## src/rtl/tac_pkg.sv

```systemverilog
package tac_pkg;

    typedef enum logic [1:0] {
        OWN_NONE = 2'd0,
        OWN_A    = 2'd1,
        OWN_B    = 2'd2
    } owner_e;

    typedef enum logic [1:0] {
        UP_IDLE = 2'd0,
        UP_WAIT = 2'd1,
        UP_HOLD = 2'd2,
        UP_DROP = 2'd3
    } up_phase_e;

    typedef struct packed {
        owner_e owner;
        logic   last_b;
    } mutex_st_t;

    typedef struct packed {
        up_phase_e phase;
        logic      gnt_a;
        logic      gnt_b;
        logic      par_req;
    } link_st_t;

endpackage

```

## src/rtl/tac_mutex.sv

```systemverilog
module tac_mutex
    import tac_pkg::*;
(
    input  logic   clk,
    input  logic   rst_n,
    input  logic   req_a,
    input  logic   req_b,
    input  logic   release_i,
    output owner_e owner_o
);

    mutex_st_t st_d, st_q;

    always_comb begin
        st_d = st_q;
        if (st_q.owner != OWN_NONE) begin
            if (release_i) begin
                st_d.owner = OWN_NONE;
            end
        end else if (req_a && req_b) begin
            // tie: serve the child that did not win last time
            st_d.owner  = st_q.last_b ? OWN_A : OWN_B;
            st_d.last_b = !st_q.last_b;
        end else if (req_a) begin
            st_d.owner  = OWN_A;
            st_d.last_b = 1'b0;
        end else if (req_b) begin
            st_d.owner  = OWN_B;
            st_d.last_b = 1'b1;
        end
    end

    always_ff @(posedge clk or negedge rst_n) begin
        if (!rst_n) begin
            st_q.owner  <= OWN_NONE;
            st_q.last_b <= 1'b1;
        end else begin
            st_q <= st_d;
        end
    end

    assign owner_o = st_q.owner;


    owner_sticky_chk: assert property (@(posedge clk) disable iff (!rst_n)
        (st_q.owner != OWN_NONE) |=> (st_q.owner == $past(st_q.owner) || st_q.owner == OWN_NONE));


    owner_legal_chk: assert property (@(posedge clk) disable iff (!rst_n)
        st_q.owner != 2'd3);

endmodule

```

## src/rtl/tac_uplink.sv

```systemverilog
module tac_uplink
    import tac_pkg::*;
#(
    parameter bit EAGER = 1'b0
) (
    input  logic   clk,
    input  logic   rst_n,
    input  logic   req_a,
    input  logic   req_b,
    input  logic   par_gnt,
    input  owner_e owner_i,
    output logic   gnt_a,
    output logic   gnt_b,
    output logic   par_req,
    output logic   release_o
);

    link_st_t st_d, st_q;
    logic     ask_w;
    logic     win_req_w;

    generate
        if (EAGER) begin : g_eager
            assign ask_w = req_a || req_b;
        end else begin : g_serial
            assign ask_w = (owner_i != OWN_NONE);
        end
    endgenerate

    assign win_req_w = (owner_i == OWN_A) ? req_a :
                       (owner_i == OWN_B) ? req_b : 1'b0;

    always_comb begin
        st_d      = st_q;
        release_o = 1'b0;
        case (st_q.phase)
            UP_IDLE: begin
                if (ask_w) begin
                    st_d.phase   = UP_WAIT;
                    st_d.par_req = 1'b1;
                end
            end
            UP_WAIT: begin
                if (par_gnt && owner_i != OWN_NONE) begin
                    st_d.phase = UP_HOLD;
                    st_d.gnt_a = (owner_i == OWN_A);
                    st_d.gnt_b = (owner_i == OWN_B);
                end
            end
            UP_HOLD: begin
                if (!win_req_w) begin
                    st_d.phase   = UP_DROP;
                    st_d.gnt_a   = 1'b0;
                    st_d.gnt_b   = 1'b0;
                    st_d.par_req = 1'b0;
                end
            end
            UP_DROP: begin
                if (!par_gnt) begin
                    st_d.phase = UP_IDLE;
                    release_o  = 1'b1;
                end
            end
            default: st_d.phase = UP_IDLE;
        endcase
    end

    always_ff @(posedge clk or negedge rst_n) begin
        if (!rst_n) begin
            st_q.phase   <= UP_IDLE;
            st_q.gnt_a   <= 1'b0;
            st_q.gnt_b   <= 1'b0;
            st_q.par_req <= 1'b0;
        end else begin
            st_q <= st_d;
        end
    end

    assign gnt_a   = st_q.gnt_a;
    assign gnt_b   = st_q.gnt_b;
    assign par_req = st_q.par_req;


    grant_excl_chk: assert property (@(posedge clk) disable iff (!rst_n)
        !(gnt_a && gnt_b));


    grant_after_parent_chk: assert property (@(posedge clk) disable iff (!rst_n)
        ($rose(gnt_a) || $rose(gnt_b)) |-> ($past(par_gnt) && par_req));


    hold_upstream_chk: assert property (@(posedge clk) disable iff (!rst_n)
        ((gnt_a && req_a) || (gnt_b && req_b)) |=> par_req);


    release_order_a_chk: assert property (@(posedge clk) disable iff (!rst_n)
        $fell(gnt_a) |-> (!$past(req_a) && !par_req));


    release_order_b_chk: assert property (@(posedge clk) disable iff (!rst_n)
        $fell(gnt_b) |-> (!$past(req_b) && !par_req));


    restart_clean_chk: assert property (@(posedge clk) disable iff (!rst_n)
        $rose(par_req) |-> !$past(par_gnt));

endmodule

```

## src/rtl/tac_cell.sv

```systemverilog
module tac_cell
    import tac_pkg::*;
#(
    parameter bit EAGER = 1'b0
) (
    input  logic clk,
    input  logic rst_n,
    input  logic req_a,
    input  logic req_b,
    output logic gnt_a,
    output logic gnt_b,
    output logic par_req,
    input  logic par_gnt
);

    owner_e owner_w;
    logic   release_w;

    tac_mutex u_mutex (
        .clk       (clk),
        .rst_n     (rst_n),
        .req_a     (req_a),
        .req_b     (req_b),
        .release_i (release_w),
        .owner_o   (owner_w)
    );

    tac_uplink #(.EAGER(EAGER)) u_uplink (
        .clk       (clk),
        .rst_n     (rst_n),
        .req_a     (req_a),
        .req_b     (req_b),
        .par_gnt   (par_gnt),
        .owner_i   (owner_w),
        .gnt_a     (gnt_a),
        .gnt_b     (gnt_b),
        .par_req   (par_req),
        .release_o (release_w)
    );


    crit_excl_chk: assert property (@(posedge clk) disable iff (!rst_n)
        !((req_a && gnt_a) && (req_b && gnt_b)));


    grant_needs_req_chk: assert property (@(posedge clk) disable iff (!rst_n)
        ($rose(gnt_a) |-> $past(req_a)) and ($rose(gnt_b) |-> $past(req_b)));

endmodule

```

## config.mk

```make
export PLATFORM = sky130hd
export DESIGN_NAME = tac_cell
export DESIGN_NICKNAME = d
export VERILOG_FILES = /design/src/rtl/tac_pkg.sv /design/src/rtl/tac_mutex.sv /design/src/rtl/tac_uplink.sv /design/src/rtl/tac_cell.sv
export SDC_FILE = /design/constraint.sdc
export NUM_CORES = 1
export LEC_CHECK = 0
export ABC_CLOCK_PERIOD_IN_PS = 1600
export CAP_MARGIN = 40
export CORE_AREA = 2 2 39 41
export DETAILED_ROUTE_END_ITERATION = 7
export DIE_AREA = 0 0 41 43
export DONT_BUFFER_PORTS = 1
export GPL_TIMING_DRIVEN = 0
export PLACE_DENSITY = 0.65
export SLEW_MARGIN = 20
export SYNTH_ARGS = -nofsm -noshare
export SYNTH_HDL_FRONTEND = slang
export SYNTH_HIERARCHICAL = 1
export SYNTH_SLANG_ARGS = --single-unit
```

## constraint.sdc

```tcl
create_clock -name clk -period 1.6 [get_ports clk]
set_input_delay 0.16 -clock clk [delete_from_list [all_inputs] [get_ports clk]]
set_output_delay 0.16 -clock clk [all_outputs]
set_load 0.03 [all_outputs]
```

==> results of run 1 <==
[flip-flops by register name, summed over array words and instances (netlist names)]
name              count
u_mutex/owner_o       2
u_uplink/st_q         2
u_mutex/st_q          1
u_uplink/gnt_a        1
u_uplink/gnt_b        1
u_uplink/par_req      1
[per-stage QoR]
step / total power, mW / cell area, sq um
CTS: 1.40 / 667
global placement: 1.07 / 578
finish: 1.49 / 701
floorplan: 0.975 / 558
global route: 1.60 / 701
detailed placement: 1.09 / 578
[report_power, final]
part	switching (mW)	leakage, nW	internal (mW)	total, mW
registers	0.155	0.0935	0.312	0.467
clock network	0.0712	0.0150	0.0954	0.167
logic	0.386	0.185	0.466	0.852
total	0.613	0.294	0.873	1.49
[placed cells by master, fill, tap and decap left out, drive strengths merged]
| cell type | Yosys | routed |
|---|---|---|
| dfrtp | 7 | 7 |
| or3b | 1 | 1 |
| buf | 2 | 6 |
| dfstp | 1 | 1 |
| ha | 4 | 4 |
| o2bb2ai | 2 | 2 |
| nor4b | 1 | 1 |
| nand2b | 3 | 3 |
| a2111oi | 1 | 1 |
| mux2i | 1 | 1 |
| or2b | 1 | 1 |
| a21o | 1 | 1 |
| a21oi | 1 | 1 |
| nor2b | 3 | 3 |
| inv | 8 | 8 |
| nor2 | 5 | 5 |
| clkbuf | 0 | 4 |
| o221ai | 2 | 2 |
| dlygate4sd3 | 0 | 1 |
| o22ai | 1 | 1 |
| mux2 | 1 | 1 |
| and2 | 1 | 1 |
| nand2 | 5 | 5 |
| o21a | 1 | 1 |
| o21ai | 2 | 2 |
| o41ai | 2 | 2 |
[cell families after synthesis]
family | Yosys count
AOI/OAI and AO/OA | 13
adders and majority gates | 4
buffers and inverters | 10
DFF | 8
muxes | 2
and+or+nand+nor | 20
[final cells by class]
cell class	count	area [sq um]	area share
tap	16	20.0	0.0286
buffer	2	15.0	0.0214
timing repair buffer	5	40.0	0.0571
clock buffer	4	26.3	0.0375
sequential	8	205	0.293
inverter	8	32.5	0.0464
multi-input combinational	39	362	0.516
[critical path, cell delays in order (launching register included)]
cell	delay, ns
dfrtp_1	0.42
inv_2	0.10
ha_4	0.19
nor2b_4	0.13
a2111oi_4	0.36
mux2_4	0.33
[timing repair]
item | in CTS | in global routing
resized for setup | 5 | 9
pin swaps | 1 | 2
hold buffers | 1 | 0
buffers inserted | 4 | 0
setup endpoints to repair | 2 | 2
endpoints found under the hold margin | 8 | 0
[per-layer routing]
layer | wire length, um | GRT usage | vias up
li1 | - | - | 214
met1 | 500 | 0.164 | 208
met2 | 545 | 0.209 | 6
met3 | 20 | 0.0157 | 0
met4 | 0 | 0.100 | 0
met5 | 0 | 0 | -
[final timing paths]
path	from	endpoint	depth (start not counted)
min in group asynchronous	rst_n	u_uplink/par_req$_DFFE_PN0P_	1
max in group asynchronous	rst_n	u_mutex/st_q[0]$_DFFE_PN1P_	1
worst max register to register	u_uplink/st_q[4]$_DFFE_PN0P_	u_uplink/st_q[4]$_DFFE_PN0P_	5
worst max-delay path	u_uplink/st_q[4]$_DFFE_PN0P_	u_uplink/st_q[4]$_DFFE_PN0P_	5
worst min-delay path	req_b	u_mutex/owner_o[1]$_DFFE_PN0P_	2
worst min register to register	u_mutex/owner_o[0]$_DFFE_PN0P_	u_mutex/owner_o[1]$_DFFE_PN0P_	1
==> results.py, run 1 <==
metrics = {
    "global_routing": {
        "grt_max_degree": 9,
        "antenna_found_initial": 0,
        "globalRouteOverflowTotal": 0,
        "grt_usage": 0.137,
        "grt_pass1_vias": 409,
        "grt_pass1_wl_um": 1590,
    },
    "worst_setup_path": {
        "worst-setup-path-type": "reg2reg",
        "crit_required_ns": 1.73,
        "critPathArrivalTime_ns": 1.76,
        "cp_max_fo": 5,
        "ff2ff_setup_slack_ns": -0.04,
        "endpoint_kind": "flop",
        "cp-start-kind": "flop",
    },
    "timing": {
        "fin_crit_sh": 1.02,
        "fin_ws_ns": -0.0362,
        "slew_viol_final": 0,
        "setup_violations": 2,
        "max_freq_mhz": 611,
        "worst_pin_slew_ns": 0.394,
        "whs_ns": 0.0254,
        "slew_headroom": 0.736,
        "rsz0062_at_grt": "true",
        "clock_skew_ns": 0.0168,
        "finalHoldViolCount": 0,
        "tns_ns": -0.0516,
        "period_needed_ns": 1.64,
    },
    "routing": {
        "drc": 0,
        "routed_wl_um": 1070,
        "antenna_left": 0,
        "via_per_inst": 5.22,
        "wl_per_cell_um": 13.0,
        "first_pass_iters": 4,
        "drt_iter0_drc": 6,
        "via_count": 428,
    },
    "floorplan": {
        "die-height_um": 43,
        "pin_count": 8,
        "fp.coreArea_sq_um": 1380,
        "die-area_sq_um": 1760,
        "rows": 14,
        "start_util": 0.400,
        "die_w_um": 41,
    },
    "place": {
        "gp_congestion": 0.733,
        "dp_cells": 73,
        "port-buffer-count": 0,
        "preCtsSetupSlack_ns": -0.128,
        "dpl.hpwl_um": 747,
    },
    "finish": {
        "antenna_cells": 0,
        "syn_to_final_growth_pct": 26.7,
        "fill_cells": 128,
        "fin_nets": 76,
        "stdcell_count": 82,
        "final_layout_size_suffix_gt1_frac": 0.364,
        "final_core_util": 0.506,
    },
    "clock_network": {
        "cts_buffers": 3,
        "cts.clk_slew.worst_paths_ns": 0.07,
        "root_buffer": "clkbuf_4",
        "cts.sinks": 8,
        "clk_latency_ns": 0.26,
        "cts_buffer_depth": 2,
        "cts_tree": "done",
        "cts.htree.levels": 1,
    },
    "logic_synthesis": {
        "synth_top_family_by_area": "compound AO/OA/AOI/OAI gates",
        "synthCells": 57,
        "muxShareOfSynthArea": 0.0452,
        "synthTopCellsByCount": "inv_1, dfrtp_1, nand2_1, nor2_1, ha_1",
        "synth_nets": 66,
        "synth-main-ff-cell": "dfrtp_1",
        "synth-edff-count": 0,
        "synth_largest_type_area_fraction": 0.317,
        "syn-cell-area_sq_um": 553,
        "yosysTopAreaCell": "dfrtp_1",
        "synth_seq_cells": 8,
        "synthArstFlopShare": 1.00,
        "synthTopCellsByArea": "dfrtp_1, ha_1, inv_1, a2111oi_4, dfstp_2",
        "yosys.cell_count.top_type": "inv_1",
        "synth_xor_area_frac": 0,
        "ys_seq_area_frac": 0.364,
        "synthAdderAreaFrac": 0.0905,
        "yosys_warnings": 6,
        "synth_cell_types": 26,
        "synth_compound_area_frac": 0.222,
        "syn_avg_cell_area_sq_um": 9.70,
        "yosys.area_share.simple": 0.197,
    },
    "job": {
        "drv_cap": 0,
    },
    "status": {
        "violations": "setup timing",
        "outcome": "complete, but fails checks",
    },
    "pwr": {
        "irDropWorstVdd_uv": 824,
        "power_density_nw_per_um2": 2120,
        "p_leak_nw": 0.294,
    },
    "worst_hold_path": {
        "min_path_type": "in2reg",
    },
}
(Power assumes the default switching activity.)
==> inputs of run 2 (changes only) <==
- ABC_CLOCK_PERIOD_IN_PS: 1600 -> 1520
- PLACE_DENSITY: 0.65 -> 0.63
- SLEW_MARGIN: 20 -> 25
- clock period: 1.6 -> 1.52 ns (I/O delays scaled with it)
==> run 2 against run 1 <==
Non-clock buffer count is 3 higher. Fmax is 0.44% higher. Via count is 2.8% higher. The flow still finishes with violations (setup timing). First-iteration DRC count is 83% lower. Critical path depth stayed put. Worst hold slack better by 0.019 ns. Critical endpoint unchanged. Highest routed layer is now met4.
==> results.py, run 2 (synthesis results as in run 1) <==
metrics = {
    "pwr": {
        "irDropWorstVdd_uv": 939,
        "seqPwrFrac": 0.292,
        "clockPowerShare": 0.107,
        "switching_share": 0.410,
        "switching_power_uw": 687,
        "power_density_nw_per_um2": 2260,
        "p_leak_nw": 0.329,
        "power_mw": 1.67,
        "cell_internal_pwr_uw": 987,
        "p_comb_frac": 0.601,
    },
    "worst_setup_path": {
        "cp_max_fo": 5,
        "critPathTopFamily": "compound AO/OA/AOI/OAI gates",
        "critPathArrivalTime_ns": 1.76,
        "crit_path_max_incr_delay_ns": 0.42,
        "r2r_end": "u_uplink/st_q[4]$_DFFE_PN0P_",
        "path_cells": "buf_4, nand2b_1, o22ai_4, a2111oi_4, mux2_4",
        "crit_required_ns": 1.65,
        "worst-setup-path-type": "reg2reg",
        "endpoint_kind": "flop",
        "cp-start-kind": "flop",
        "ff2ff_setup_slack_ns": -0.11,
        "slowest_stage": "dfrtp_1",
        "rr_worst_depth": 5,
        "worst-path-buf-inv": 1,
        "r2r_start": "u_mutex/owner_o[1]$_DFFE_PN0P_",
    },
    "routing": {
        "drt_iter0_drc": 1,
        "drc": 0,
        "via_count": 440,
        "via_per_inst": 5.18,
        "wl_per_cell_um": 13.4,
        "first_pass_iters": 4,
        "routed_wl_um": 1140,
        "antenna_left": 0,
    },
    "place": {
        "port-buffer-count": 0,
        "dpl.hpwl_um": 780,
        "gp_congestion": 0.687,
    },
    "timing": {
        "period_needed_ns": 1.63,
        "fin_crit_sh": 1.07,
        "slew_viol_final": 0,
        "setup_violations": 2,
        "tns_ns": -0.207,
        "clock_skew_ns": 0.0156,
        "finalHoldViolCount": 0,
        "worst_pin_slew_ns": 0.394,
        "fin_ws_ns": -0.109,
        "rsz0062_at_grt": "true",
        "max_freq_mhz": 614,
        "slew_headroom": 0.736,
    },
    "worst_hold_path": {
        "whs_endpoint": "u_mutex/owner_o[1]$_DFFE_PN0P_",
        "hold_depth": 2,
        "hold_start": "req_b",
        "min_path_type": "in2reg",
    },
    "finish": {
        "final_common_cell": "buf_4",
        "final_layout_size_suffix_gt1_frac": 0.391,
        "syn_to_final_growth_pct": 34.2,
        "mostFrequentLayoutCells": "buf_4, inv_1, dfrtp_1, nor2_1",
        "fin_nets": 79,
        "antenna_cells": 0,
    },
    "clock_network": {
        "root_buffer": "clkbuf_4",
        "cts_buffers": 3,
        "cts_tree": "done",
        "cts.sinks": 8,
        "cts.clk_slew.worst_paths_ns": 0.06,
        "cts.htree.levels": 1,
        "clk_latency_ns": 0.26,
        "cts_buffer_depth": 2,
    },
    "global_routing": {
        "antenna_found_initial": 0,
        "grt_usage": 0.140,
        "globalRouteOverflowTotal": 0,
        "grt_pass1_wl_um": 1540,
        "grt_max_degree": 9,
        "grt_pass1_vias": 390,
    },
    "floorplan": {
        "die-area_sq_um": 1760,
        "fp.coreArea_sq_um": 1380,
        "start_util": 0.400,
        "pin_count": 8,
        "rows": 14,
        "die-height_um": 43,
        "die_w_um": 41,
    },
    "status": {
        "outcome": "complete, but fails checks",
        "violations": "setup timing",
    },
    "job": {
        "drv_cap": 0,
    },
}
==> run 2: changes by cell type in the layout (fill, tap and decap cells not counted), sizes merged <==
cell and change:
buf +3
==> run 2: final cells by class <==
| class | count | area (sq um) |
|---|---|---|
| buffer | 2 | 15.0 |
| clock buffer | 4 | 26.3 |
| fill | 123 | 642 |
| inverter | 8 | 35.0 |
| multi-input combinational | 39 | 379 |
| sequential | 8 | 204 |
| tap | 16 | 20.0 |
| timing repair buffer | 8 | 62.6 |
==> run 2: what timing repair did <==
item / CTS / global route
hold buffers: 1 / 0
gates resized for setup: 5 / 12
endpoints found under the hold margin: 8 / 0
endpoints found under the setup margin: 2 / 3
pin swaps: 3 / 1
buffers inserted: 3 / 4
==> run 2: layer usage <==
metal	routed length, um	vias to the layer above	GRT usage
met1	495	214	0.155
met2	612	4	0.209
met3	15	2	0.0157
li1	-	220	-
met5	0	-	0
met4	21	0	0.140
==> run 2: worst max-delay path by stage <==
stage,start,end,slack [ns],cells after the start
3_5_place_dp,u_uplink/st_q[4]$_DFFE_PN0P_,u_uplink/st_q[4]$_DFFE_PN0P_,-0.21,5
6_report,u_mutex/owner_o[1]$_DFFE_PN0P_,u_uplink/st_q[4]$_DFFE_PN0P_,-0.11,5
5_1_grt,u_mutex/owner_o[1]$_DFFE_PN0P_,u_uplink/st_q[3]$_DFFE_PN0P_,-0.18,6
4_1_cts,u_uplink/st_q[3]$_DFFE_PN0P_,u_uplink/st_q[4]$_DFFE_PN0P_,-0.14,6
2_1_floorplan,u_uplink/st_q[4]$_DFFE_PN0P_,u_uplink/st_q[4]$_DFFE_PN0P_,-0.11,5
3_3_place_gp,u_uplink/st_q[4]$_DFFE_PN0P_,u_uplink/st_q[4]$_DFFE_PN0P_,-0.20,5
==> run 2: per-stage QoR <==
| stage | util | cells | hold slack (ns) | cell area [sq um] | setup slack (ns) |
|---|---|---|---|---|---|
| 6_report | 0.536 | 85 | 0.0441 | 742 | -0.109 |
| 5_1_grt | 0.536 | 85 | 0.0469 | 742 | -0.182 |
| 4_1_cts | 0.476 | 81 | 0.0195 | 659 | -0.136 |
| 3_5_place_dp | 0.418 | 73 | -0.143 | 578 | -0.205 |
| 3_3_place_gp | 0.418 | 73 | -0.143 | 578 | -0.201 |
| 2_1_floorplan | - | 57 | -0.144 | 558 | -0.114 |
==> run 2: power by group through the flow <==
stage,logic (mW),registers (mW),clock network [mW]
after floorplan,0.585,0.441,0
after global placement,0.662,0.463,0
after detailed placement,0.676,0.467,0
after CTS,0.796,0.472,0.190
after global routing,1.11,0.496,0.201
final,1.01,0.489,0.179
==> inputs of run 3 (changes only) <==
- PLACE_DENSITY: 0.63 -> 0.57
- SYNTH_HIERARCHICAL: 1 -> not set
==> run 3 against run 2 <==
The run still ends with setup timing left. Cell area shrank 13%. Power shrank 9.6%. Global-route usage shrank 0.90 points. Largest cell class unchanged. Largest power group unchanged.
==> results.py, run 3 <==
metrics = {
    "global_routing": {
        "grt_pass1_wl_um": 1520,
        "grt_max_degree": 10,
        "globalRouteOverflowTotal": 0,
        "grt_pass1_vias": 384,
        "grt_usage": 0.131,
        "antenna_found_initial": 0,
    },
    "logic_synthesis": {
        "yosys_warnings": 0,
        "ys_seq_area_frac": 0.420,
        "syn-cell-area_sq_um": 479,
        "synthTopCellsByArea": "dfrtp_1, ha_1, dfstp_2, mux2_2, nand2_1",
        "synth_cell_types": 21,
        "synthArstFlopShare": 1.00,
        "yosys.cell_count.top_type": "dfrtp_1",
        "synth_seq_cells": 8,
        "synth-edff-count": 0,
        "synth-main-ff-cell": "dfrtp_1",
        "synthTopCellsByCount": "dfrtp_1, nand2_1, ha_1, a21oi_1, o21ai_0",
        "synth_nets": 56,
        "syn_avg_cell_area_sq_um": 10.4,
        "yosysTopAreaCell": "dfrtp_1",
        "synthCells": 46,
        "synth_largest_type_area_fraction": 0.366,
    },
    "worst_setup_path": {
        "ff2ff_setup_slack_ns": -0.09,
        "rr_worst_depth": 5,
        "critPathArrivalTime_ns": 1.75,
        "cp-start-kind": "flop",
        "critPathTopFamily": "flip-flops",
        "worst-path-buf-inv": 0,
        "worst-setup-path-type": "reg2reg",
        "cp_max_fo": 4,
        "crit_required_ns": 1.66,
        "r2r_start": "u_uplink.st_q[4]$_DFFE_PN0P_",
        "r2r_end": "u_uplink.st_q[4]$_DFFE_PN0P_",
        "crit_path_max_incr_delay_ns": 0.44,
        "slowest_stage": "dfrtp_2",
        "endpoint_kind": "flop",
        "path_cells": "ha_4, and4b_2, a221oi_4, nand3_2, mux2_4",
    },
    "place": {
        "dpl.hpwl_um": 625,
        "post_dp_cell_area_sq_um": 524,
        "gp_congestion": 0.689,
        "port-buffer-count": 0,
        "dp_cells": 62,
    },
    "floorplan": {
        "die_w_um": 41,
        "rows": 14,
        "die-area_sq_um": 1760,
        "die-height_um": 43,
        "start_util": 0.346,
        "pin_count": 8,
        "fp.coreArea_sq_um": 1380,
    },
    "finish": {
        "seq_area_sq_um": 203,
        "final_common_cell": "buf_4",
        "final_layout_size_suffix_gt1_frac": 0.390,
        "stdcell_count": 75,
        "multi_input_area_sq_um": 313,
        "syn_to_final_growth_pct": 33.9,
        "mostFrequentLayoutCells": "buf_4, nand2_1, dfrtp_1",
        "design_area_sq_um": 642,
        "fin_nets": 70,
        "antenna_cells": 0,
        "final_core_util": 0.464,
        "fill_cells": 140,
    },
    "routing": {
        "via_count": 374,
        "first_pass_iters": 4,
        "via_per_inst": 4.99,
        "routed_wl_um": 960,
        "drt_iter0_drc": 2,
        "antenna_left": 0,
        "drc": 0,
        "wl_per_cell_um": 12.8,
    },
    "clock_network": {
        "cts_buffer_depth": 2,
        "cts.clk_slew.worst_paths_ns": 0.05,
        "cts.htree.levels": 1,
        "clk_latency_ns": 0.25,
        "cts_buffers": 3,
        "root_buffer": "clkbuf_4",
        "cts_tree": "done",
        "cts.sinks": 8,
    },
    "timing": {
        "rsz0062_at_grt": "true",
        "max_freq_mhz": 620,
        "fin_ws_ns": -0.0931,
        "worst_pin_slew_ns": 0.370,
        "slew_viol_final": 0,
        "finalHoldViolCount": 0,
        "fin_crit_sh": 1.06,
        "setup_violations": 3,
        "slew_headroom": 0.753,
        "clock_skew_ns": 0.00303,
        "period_needed_ns": 1.61,
    },
    "status": {
        "outcome": "complete, but fails checks",
        "violations": "setup timing",
    },
    "job": {
        "drv_cap": 0,
    },
    "pwr": {
        "irDropWorstVdd_uv": 1010,
        "power_density_nw_per_um2": 2360,
        "p_leak_nw": 0.297,
    },
    "worst_hold_path": {
        "min_path_type": "in2reg",
        "hold_start": "req_b",
        "hold_depth": 2,
        "whs_endpoint": "u_mutex.st_q[0]$_DFFE_PN1P_",
    },
}
==> run 3: cell count changes in the layout (fill, tap and decap cells not counted), moves of 3 or more <==
cell	before	now
ha_1	1	4
nand2_1	3	6
nor2_1	5	2
inv_1	6	1
==> run 3: routing by layer <==
| layer | share of wire | vias up | GRT usage | wire length, um |
|---|---|---|---|---|
| li1 | - | 190 | - | - |
| met1 | 0.46 | 175 | 0.158 | 445 |
| met2 | 0.48 | 9 | 0.197 | 461 |
| met3 | 0.055 | 0 | 0.0785 | 53 |
| met4 | 0 | 0 | 0.0200 | 0 |
| met5 | 0 | - | 0 | 0 |
==> run 3: through the flow <==
step                      setup TNS (ns)  hold WS, ns  total power [mW]  worst slack [ns]
after floorplan                  -0.0583       -0.144              1.01           -0.0583
after CTS                         -0.175       0.0525              1.46           -0.0836
after global routing              -0.371       0.0550              1.63            -0.157
after detailed placement          -0.344       -0.143              1.13            -0.153
final                             -0.145       0.0587              1.51           -0.0931
after global placement            -0.362       -0.143              1.14            -0.162
==> run 3: logic make-up (layout without fill, tap and decap cells) <==
group	count (synthesis)	after routing	share of synthesized area
buf+inv	2	15	0.0157
simple gates	18	18	0.217
fa+ha+maj	5	5	0.131
flops	8	8	0.420
mux	4	4	0.0992
compound gates	9	9	0.117
==> run 3: what timing repair did <==
action / in CTS / in global routing
buffers inserted: 6 / 3
endpoints found under the setup margin: 4 / 5
gates resized for setup: 2 / 4
pin swaps: 3 / 2
endpoints found under the hold margin: 9 / 0
hold buffers: 2 / 0
==> run 3: area by class of cell <==
cell class / instances / area share
multi-input cells: 36 / 0.487
flip-flops and latches: 8 / 0.316
repair buffers: 9 / 0.113
clock buffers: 4 / 0.0409
well taps: 16 / 0.0312
inverters: 2 / 0.0117
==> run 3: worst max-delay path by stage <==
| stage | from | endpoint | slack [ns] | depth (start not counted) |
|---|---|---|---|---|
| 2_1_floorplan | u_uplink.st_q[3]$_DFFE_PN0P_ | u_uplink.st_q[4]$_DFFE_PN0P_ | -0.06 | 6 |
| 3_3_place_gp | u_uplink.st_q[3]$_DFFE_PN0P_ | u_uplink.st_q[4]$_DFFE_PN0P_ | -0.16 | 6 |
| 3_5_place_dp | u_uplink.st_q[3]$_DFFE_PN0P_ | u_uplink.st_q[4]$_DFFE_PN0P_ | -0.15 | 6 |
| 4_1_cts | u_uplink.st_q[4]$_DFFE_PN0P_ | u_uplink.st_q[4]$_DFFE_PN0P_ | -0.08 | 5 |
| 5_1_grt | u_uplink.st_q[3]$_DFFE_PN0P_ | u_uplink.st_q[4]$_DFFE_PN0P_ | -0.16 | 6 |
| 6_report | u_uplink.st_q[4]$_DFFE_PN0P_ | u_uplink.st_q[4]$_DFFE_PN0P_ | -0.09 | 5 |
==> run 3: power breakdown <==
group / switching [mW] / internal (mW) / leakage [nW] / total [mW]
logic: 0.352 / 0.470 / 0.188 / 0.822
clock network: 0.0720 / 0.100 / 0.0150 / 0.172
registers: 0.188 / 0.332 / 0.0948 / 0.520
total: 0.612 / 0.902 / 0.297 / 1.51
